## config.mk

```make
export PLATFORM = sky130hd
export DESIGN_NAME = bus_grant_chain
export DESIGN_NICKNAME = d
export VERILOG_FILES = /design/src/rtl/bus_grant_pkg.sv /design/src/rtl/bus_grant_arbiter.sv /design/src/rtl/bus_grant_slice.sv /design/src/rtl/bus_grant_chain.sv
export SDC_FILE = /design/constraint.sdc
export NUM_CORES = 1
export LEC_CHECK = 0
export ABC_CLOCK_PERIOD_IN_PS = 2950
export CORE_ASPECT_RATIO = 0.8
export CORE_MARGIN = 2
export CORE_UTILIZATION = 40
export CTS_CLUSTER_DIAMETER = 100
export DETAILED_ROUTE_END_ITERATION = 8
export GPL_ROUTABILITY_DRIVEN = 0
export PLACE_DENSITY_LB_ADDON = 0.1
export SYNTH_ARGS = -nofsm -noshare
export SYNTH_HDL_FRONTEND = slang
export SYNTH_SLANG_ARGS = --single-unit
```

## constraint.sdc

```tcl
create_clock -name clk -period 2.95 [get_ports clk]
set_input_delay 0.59 -clock clk [delete_from_list [all_inputs] [get_ports clk]]
set_output_delay 0.59 -clock clk [all_outputs]
set_load 0.05 [all_outputs]
```

## src/rtl/bus_grant_pkg.sv

```systemverilog
package bus_grant_pkg;

  typedef enum logic {
    ARB_IDLE  = 1'b0,
    ARB_GRANT = 1'b1
  } arb_state_t;

  typedef enum logic [1:0] {
    SL_IDLE = 2'd0,
    SL_SEL  = 2'd1,
    SL_OWN  = 2'd2
  } slice_state_t;

endpackage

```

## src/rtl/bus_grant_arbiter.sv

```systemverilog
module bus_grant_arbiter
  import bus_grant_pkg::*;
#(
  parameter int TIMEOUT = 16
) (
  input  logic clk,
  input  logic rst_n,
  input  logic bus_req,
  input  logic sel_ack,
  input  logic bus_busy,
  output logic grant
);

  localparam int CW = $clog2(TIMEOUT + 1);
  localparam logic [CW-1:0] LAST = CW'(TIMEOUT - 1);

  arb_state_t     st_q, st_d;
  logic           grant_q, grant_d;
  logic [CW-1:0]  cnt_q, cnt_d;

  always_comb begin
    st_d    = st_q;
    grant_d = grant_q;
    cnt_d   = cnt_q;
    case (st_q)
      ARB_IDLE: begin
        if (bus_req && !sel_ack && !bus_busy) begin
          st_d    = ARB_GRANT;
          grant_d = 1'b1;
          cnt_d   = '0;
        end
      end
      ARB_GRANT: begin
        if (sel_ack) begin
          st_d    = ARB_IDLE;
          grant_d = 1'b0;
        end else if (cnt_q == LAST) begin
          st_d    = ARB_IDLE;
          grant_d = 1'b0;
        end else begin
          cnt_d = cnt_q + 1'b1;
        end
      end
      default: begin
        st_d    = ARB_IDLE;
        grant_d = 1'b0;
      end
    endcase
  end

  always_ff @(posedge clk or negedge rst_n) begin
    if (!rst_n) begin
      st_q    <= ARB_IDLE;
      grant_q <= 1'b0;
      cnt_q   <= '0;
    end else begin
      st_q    <= st_d;
      grant_q <= grant_d;
      cnt_q   <= cnt_d;
    end
  end

  assign grant = grant_q;

  // Independent watch of how long the grant has stayed high
  logic [CW-1:0] hold_q;
  always_ff @(posedge clk or negedge rst_n) begin
    if (!rst_n)                             hold_q <= '0;
    else if (!grant_q)                      hold_q <= '0;
    else if (hold_q != CW'(TIMEOUT))        hold_q <= hold_q + 1'b1;
  end

  p_grant_on_req_r1: assert property (@(posedge clk) disable iff (!rst_n)
    (!grant_q && bus_req && !sel_ack && !bus_busy) |=> grant_q);

  p_drop_on_ack_r4: assert property (@(posedge clk) disable iff (!rst_n)
    (grant_q && sel_ack) |=> !grant_q);

  p_no_grant_busy_r8: assert property (@(posedge clk) disable iff (!rst_n)
    $rose(grant_q) |-> $past(!sel_ack && !bus_busy));

  p_grant_window_r9: assert property (@(posedge clk) disable iff (!rst_n)
    grant_q |-> (hold_q < CW'(TIMEOUT)));

endmodule

```

## src/rtl/bus_grant_slice.sv

```systemverilog
module bus_grant_slice
  import bus_grant_pkg::*;
(
  input  logic clk,
  input  logic rst_n,
  input  logic dev_req,
  input  logic dev_done,
  input  logic grant_in,
  input  logic bus_busy_in,
  output logic grant_out,
  output logic sack,
  output logic bbsy
);

  slice_state_t st_q, st_d;
  logic         gout_q, gout_d;
  logic         sack_q, sack_d;
  logic         bbsy_q, bbsy_d;

  always_comb begin
    st_d   = st_q;
    gout_d = 1'b0;
    sack_d = sack_q;
    bbsy_d = bbsy_q;
    case (st_q)
      SL_IDLE: begin
        if (grant_in && dev_req) begin
          st_d   = SL_SEL;
          sack_d = 1'b1;
        end else begin
          gout_d = grant_in;
        end
      end
      SL_SEL: begin
        if (!grant_in && !bus_busy_in) begin
          st_d   = SL_OWN;
          bbsy_d = 1'b1;
        end
      end
      SL_OWN: begin
        if (dev_done) begin
          st_d   = SL_IDLE;
          sack_d = 1'b0;
          bbsy_d = 1'b0;
        end
      end
      default: begin
        st_d   = SL_IDLE;
        sack_d = 1'b0;
        bbsy_d = 1'b0;
      end
    endcase
  end

  always_ff @(posedge clk or negedge rst_n) begin
    if (!rst_n) begin
      st_q   <= SL_IDLE;
      gout_q <= 1'b0;
      sack_q <= 1'b0;
      bbsy_q <= 1'b0;
    end else begin
      st_q   <= st_d;
      gout_q <= gout_d;
      sack_q <= sack_d;
      bbsy_q <= bbsy_d;
    end
  end

  assign grant_out = gout_q;
  assign sack      = sack_q;
  assign bbsy      = bbsy_q;

  p_pass_r2: assert property (@(posedge clk) disable iff (!rst_n)
    (st_q == SL_IDLE && grant_in && !dev_req) |=> grant_out);

  p_block_r3: assert property (@(posedge clk) disable iff (!rst_n)
    (st_q == SL_IDLE && grant_in && dev_req) |=> (sack && !grant_out));

  p_busy_gate_r5: assert property (@(posedge clk) disable iff (!rst_n)
    $rose(bbsy) |-> $past(!grant_in && !bus_busy_in));

  p_busy_has_ack_r5: assert property (@(posedge clk) disable iff (!rst_n)
    bbsy |-> sack);

  p_release_r7: assert property (@(posedge clk) disable iff (!rst_n)
    (st_q == SL_OWN && dev_done) |=> (!sack && !bbsy));

endmodule

```

## src/rtl/bus_grant_chain.sv

```systemverilog
module bus_grant_chain #(
  parameter int N_DEV   = 4,
  parameter int TIMEOUT = 16
) (
  input  logic             clk,
  input  logic             rst_n,
  input  logic [N_DEV-1:0] dev_req,
  input  logic [N_DEV-1:0] dev_done,
  output logic [N_DEV-1:0] dev_own,
  output logic             arb_grant,
  output logic             grant_tail,
  output logic             sel_ack,
  output logic             bus_busy
);

  // Reset: asserted asynchronously, released on the clock
  logic rst_meta_q, rst_sync_q;
  always_ff @(posedge clk or negedge rst_n) begin
    if (!rst_n) begin
      rst_meta_q <= 1'b0;
      rst_sync_q <= 1'b0;
    end else begin
      rst_meta_q <= 1'b1;
      rst_sync_q <= rst_meta_q;
    end
  end

  logic [N_DEV:0]   gchain;
  logic [N_DEV-1:0] sack_v;
  logic [N_DEV-1:0] bbsy_v;
  logic             req_or;

  assign req_or   = |dev_req;
  assign sel_ack  = |sack_v;
  assign bus_busy = |bbsy_v;

  bus_grant_arbiter #(.TIMEOUT(TIMEOUT)) u_arb (
    .clk      (clk),
    .rst_n    (rst_sync_q),
    .bus_req  (req_or),
    .sel_ack  (sel_ack),
    .bus_busy (bus_busy),
    .grant    (gchain[0])
  );

  for (genvar i = 0; i < N_DEV; i++) begin : g_slice
    bus_grant_slice u_slice (
      .clk         (clk),
      .rst_n       (rst_sync_q),
      .dev_req     (dev_req[i]),
      .dev_done    (dev_done[i]),
      .grant_in    (gchain[i]),
      .bus_busy_in (bus_busy),
      .grant_out   (gchain[i+1]),
      .sack        (sack_v[i]),
      .bbsy        (bbsy_v[i])
    );
  end

  assign arb_grant  = gchain[0];
  assign grant_tail = gchain[N_DEV];
  assign dev_own    = bbsy_v;

  p_one_owner_r11: assert property (@(posedge clk) disable iff (!rst_sync_q)
    $onehot0(bbsy_v));

  p_one_selected_r3: assert property (@(posedge clk) disable iff (!rst_sync_q)
    $onehot0(sack_v));

endmodule

```

==> run_results.csv <==
group,metric,value,unit
status,status,"finished clean",
finish,finalNonFillerCells,184,
detailed_routing,routed_wire_length_per_instance,13.6,um
sta,worstMarginPinSlew,1080,ps
setup_path,worstPathRequired,2360,ps
detailed_routing,detail_route.first_pass.iterations,4,
yosys,synth.avg_cell_area,10.5,sq um
detailed_routing,route.detailed.vias_per_inst,5.31,
global_routing,grt.overflow.total,0,
setup_path,path_max_fanout,6,
cts,ctsRootBufferMaster,"sky130_fd_sc_hd__clkbuf_8",
yosys,synthCells,125,
cts,clock_transition_at_the_registers_of_the_reported_paths,60,ps
cts,hold_buffers,0,
detailed_routing,dr_total_vias,977,
place,pre_cts_ws,570,ps
yosys,synth-seq-area-share,55.2,%
detailed_routing,drt_iter0_drc,89,
cts,clock_insertion_delay_worst_skew,270,ps
yosys,synthesis.area,1310,sq um
global_routing,vias_in_the_first_global_route,895,
yosys,synth.net_count,138,
cts,postCtsSetupBuffers,0,
setup_path,classification_of_the_worst_setup_path,"flip-flop to output port",
die,die_area,3760,sq um
die,initial_core_util,42.3,%
place,port_buffers,17,
detailed_routing,finalWirelength,2.51,mm
sta,setup-tns-final,0,ps
finish,final_net_count,157,
setup_path,worst_setup_path_start_kind,"flip-flop",
yosys,synth_top_area_share,55.2,%
cts,numCtsBuffers,5,
die,floorplan.die.height,55.3,um
sta,final.hold.worst_slack,352,ps
place,inst_count_dp,177,
pwr,switching_power,0.000365,W
sta,final_max_slew_viol_count,0,
die,ios,18,
yosys,yosysTopAreaCell,"sky130_fd_sc_hd__dfrtp_1",
pwr,p_clk_share,28.0,%
pwr,power-per-cell-area,715,nW/um^2
sta,unrepaired_setup_endpoints_after_global_routing,"no",
yosys,flop_and_latch_count_out_of_synthesis,29,
yosys,synth.distinct_cells,32,
sta,fmax,0.378,GHz
detailed_routing,route.antenna.remaining_nets,0,
sta,timing.final.crit_share,89.7,%
finish,syn_to_final_growth,20.9,%
global_routing,antenna_violations_before_repair,0,
finish,antenna_cells_inserted,0,
cts,cts-resized-gates,0,
setup_path,arrival,2060,ps
pwr,p_int,0.000771,W
place,place_hpwl,1.85,mm
pwr,power_frac_seq,49.6,%
flow_run,max-cap-violations,0,
die,fp.dieW,68.1,um
global_routing,first_pass_grt_wire_length,4.36,mm
yosys,yosys_warnings,0,
sta,report.final.setup_viol,0,
die,core_region_area,3110,sq um
cts,max-clock-path-buffers,2,
detailed_routing,drc,0,
pwr,power_frac_comb,22.4,%
hold_path,min-delay-path-class,"flip-flop to flip-flop",
sta,fin_worst_skew,0.947,ps
sta,timing.slew.headroom,28.0,%
sta,report.final.hold_viol_count,0,
pwr,power.share.switching,32.1,%
finish,post_route_cells_drive_above_1_share,7.64,%
sta,timing.final.crit_period,2650,ps
pwr,leakage,0.699,nW
cts,htree_num_levels,2,
cts,cts_tree,"done",
cts,clock_sink_count,29,
yosys,synth.top_cells.by_area,"sky130_fd_sc_hd__dfrtp_1, sky130_fd_sc_hd__inv_1, sky130_fd_sc_hd__nor4b_1",
die,fp-row-count,18,
global_routing,grtUsageTotal,15.6,%
global_routing,grt_start_max_net_pins,28,
pwr,power.ir.vdd_worst,0.269,mV
sta,final.setup.worst_slack,303,ps
setup_path,kind_of_capture_point_of_the_worst_setup_path,"output port",
[layout by cell type (no fill, tap or decap), types with 4 or more instances in the layout]
master / instances
sky130_fd_sc_hd__clkdlybuf4s50_1: 17
sky130_fd_sc_hd__a21o_1: 5
sky130_fd_sc_hd__inv_1: 12
sky130_fd_sc_hd__dfrtp_1: 29
sky130_fd_sc_hd__o21ai_0: 5
sky130_fd_sc_hd__nor4b_1: 5
sky130_fd_sc_hd__o21ai_1: 8
sky130_fd_sc_hd__nor2_1: 6
sky130_fd_sc_hd__nand2_1: 11
sky130_fd_sc_hd__nand3_1: 4
sky130_fd_sc_hd__a21oi_1: 7
sky130_fd_sc_hd__clkbuf_8: 6
[final timing paths]
kind / start / cells past startpoint / slack [ps] / endpoint
setup / recovery: g_slice[3].u_slice.sack / 2 / 300 / sel_ack
hold reg to reg: rst_meta_q / 0 / 350 / rst_sync_q
min in group asynchronous: rst_sync_q / 0 / 450 / g_slice[1].u_slice.st_q[0]
max in group asynchronous: rst_sync_q / 0 / 1850 / g_slice[3].u_slice.grant_out
setup reg to reg: g_slice[3].u_slice.bbsy / 5 / 940 / u_arb.cnt_q[0]
hold / removal: rst_meta_q / 0 / 350 / rst_sync_q
[power groups by stage]
| stage | Sequential, W | Combinational [W] | Clock (W) |
|---|---|---|---|
| 3_3_place_gp | 0.000566 | 0.000252 | 0 |
| 5_1_grt | 0.000576 | 0.000283 | 0.000350 |
| 4_1_cts | 0.000562 | 0.000258 | 0.000329 |
| 3_5_place_dp | 0.000568 | 0.000258 | 0 |
| 6_report | 0.000563 | 0.000255 | 0.000318 |
| 2_1_floorplan | 0.000568 | 0.000178 | 0 |
[flip-flops by register name, summed over array words and instances, names as in the netlist]
name	flops
rst_meta_q	1
g_slice.u_slice.sack	4
rst_sync_q	1
u_arb.st_q	1
g_slice.u_slice.grant_out	4
u_arb.cnt_q	5
u_arb.grant	1
g_slice.u_slice.st_q	8
g_slice.u_slice.bbsy	4
[cell usage after synthesis]
library cell and number:
sky130_fd_sc_hd__a21o_1 5, sky130_fd_sc_hd__a21oi_1 7, sky130_fd_sc_hd__a31oi_1 1, sky130_fd_sc_hd__a32oi_1 3, sky130_fd_sc_hd__and3_1 1, sky130_fd_sc_hd__buf_2 2
sky130_fd_sc_hd__buf_4 4, sky130_fd_sc_hd__conb_1 1, sky130_fd_sc_hd__dfrtp_1 29, sky130_fd_sc_hd__ha_1 3, sky130_fd_sc_hd__inv_1 12, sky130_fd_sc_hd__mux2i_1 1
sky130_fd_sc_hd__nand2_1 11, sky130_fd_sc_hd__nand2b_2 1, sky130_fd_sc_hd__nand3_1 4, sky130_fd_sc_hd__nor2_1 6, sky130_fd_sc_hd__nor3_1 1, sky130_fd_sc_hd__nor3b_1 1
sky130_fd_sc_hd__nor4_1 1, sky130_fd_sc_hd__nor4_2 1, sky130_fd_sc_hd__nor4b_1 5, sky130_fd_sc_hd__nor4b_2 1, sky130_fd_sc_hd__o21ai_0 5, sky130_fd_sc_hd__o21ai_1 8
sky130_fd_sc_hd__o22ai_1 1, sky130_fd_sc_hd__o2bb2ai_1 3, sky130_fd_sc_hd__o31ai_1 1, sky130_fd_sc_hd__o32ai_1 1, sky130_fd_sc_hd__or3b_4 1, sky130_fd_sc_hd__or4_1 2
sky130_fd_sc_hd__xnor2_1 1, sky130_fd_sc_hd__xor2_1 1
[worst max-delay path, cell delays in order (launching register included)]
cell and delay [ps]:
sky130_fd_sc_hd__dfrtp_1 390, sky130_fd_sc_hd__or4_1 640, sky130_fd_sc_hd__clkdlybuf4s50_1 750
[logic make-up (layout without fill, tap and decap cells)]
group | Yosys count | count (layout) | share of synthesized area [%]
compound gates | 35 | 35 | 16.7
xor+xnor | 2 | 2 | 1.33
fa+ha+maj | 3 | 3 | 2.86
buf+inv | 18 | 37 | 6.48
flops | 29 | 29 | 55.2
mux | 1 | 1 | 0.762
other cells | 1 | 1 | 0.285
simple gates | 36 | 36 | 16.4
[layer usage]
layer  vias to the layer above  routed length [um]  track usage, %
met4                         0                  27            5.14
li1                        478                   -               -
met1                       470                1350            25.3
met2                        24                1000            18.7
met3                         5                 123            5.50
met5                         -                   0               0
[area by class of cell]
cell class / instances / area (sq um)
clock buffer: 7 / 86.3
fill: 294 / 1520
sequential: 29 / 726
tap: 40 / 50.0
inverter: 12 / 45.0
multi-input combinational: 78 / 503
timing repair buffer: 18 / 178
[through the flow]
| stage | utilization, % | power [W] | cell area (sq um) |
|---|---|---|---|
| after global routing | 51.1 | 0.00121 | 1590 |
| after detailed placement | 48.3 | 0.000826 | 1500 |
| after global placement | 48.3 | 0.000818 | 1500 |
| final | 51.1 | 0.00114 | 1590 |
| after CTS | 51.1 | 0.00115 | 1590 |
| after floorplan | - | 0.000747 | 1310 |
(Power assumes the default switching activity.)
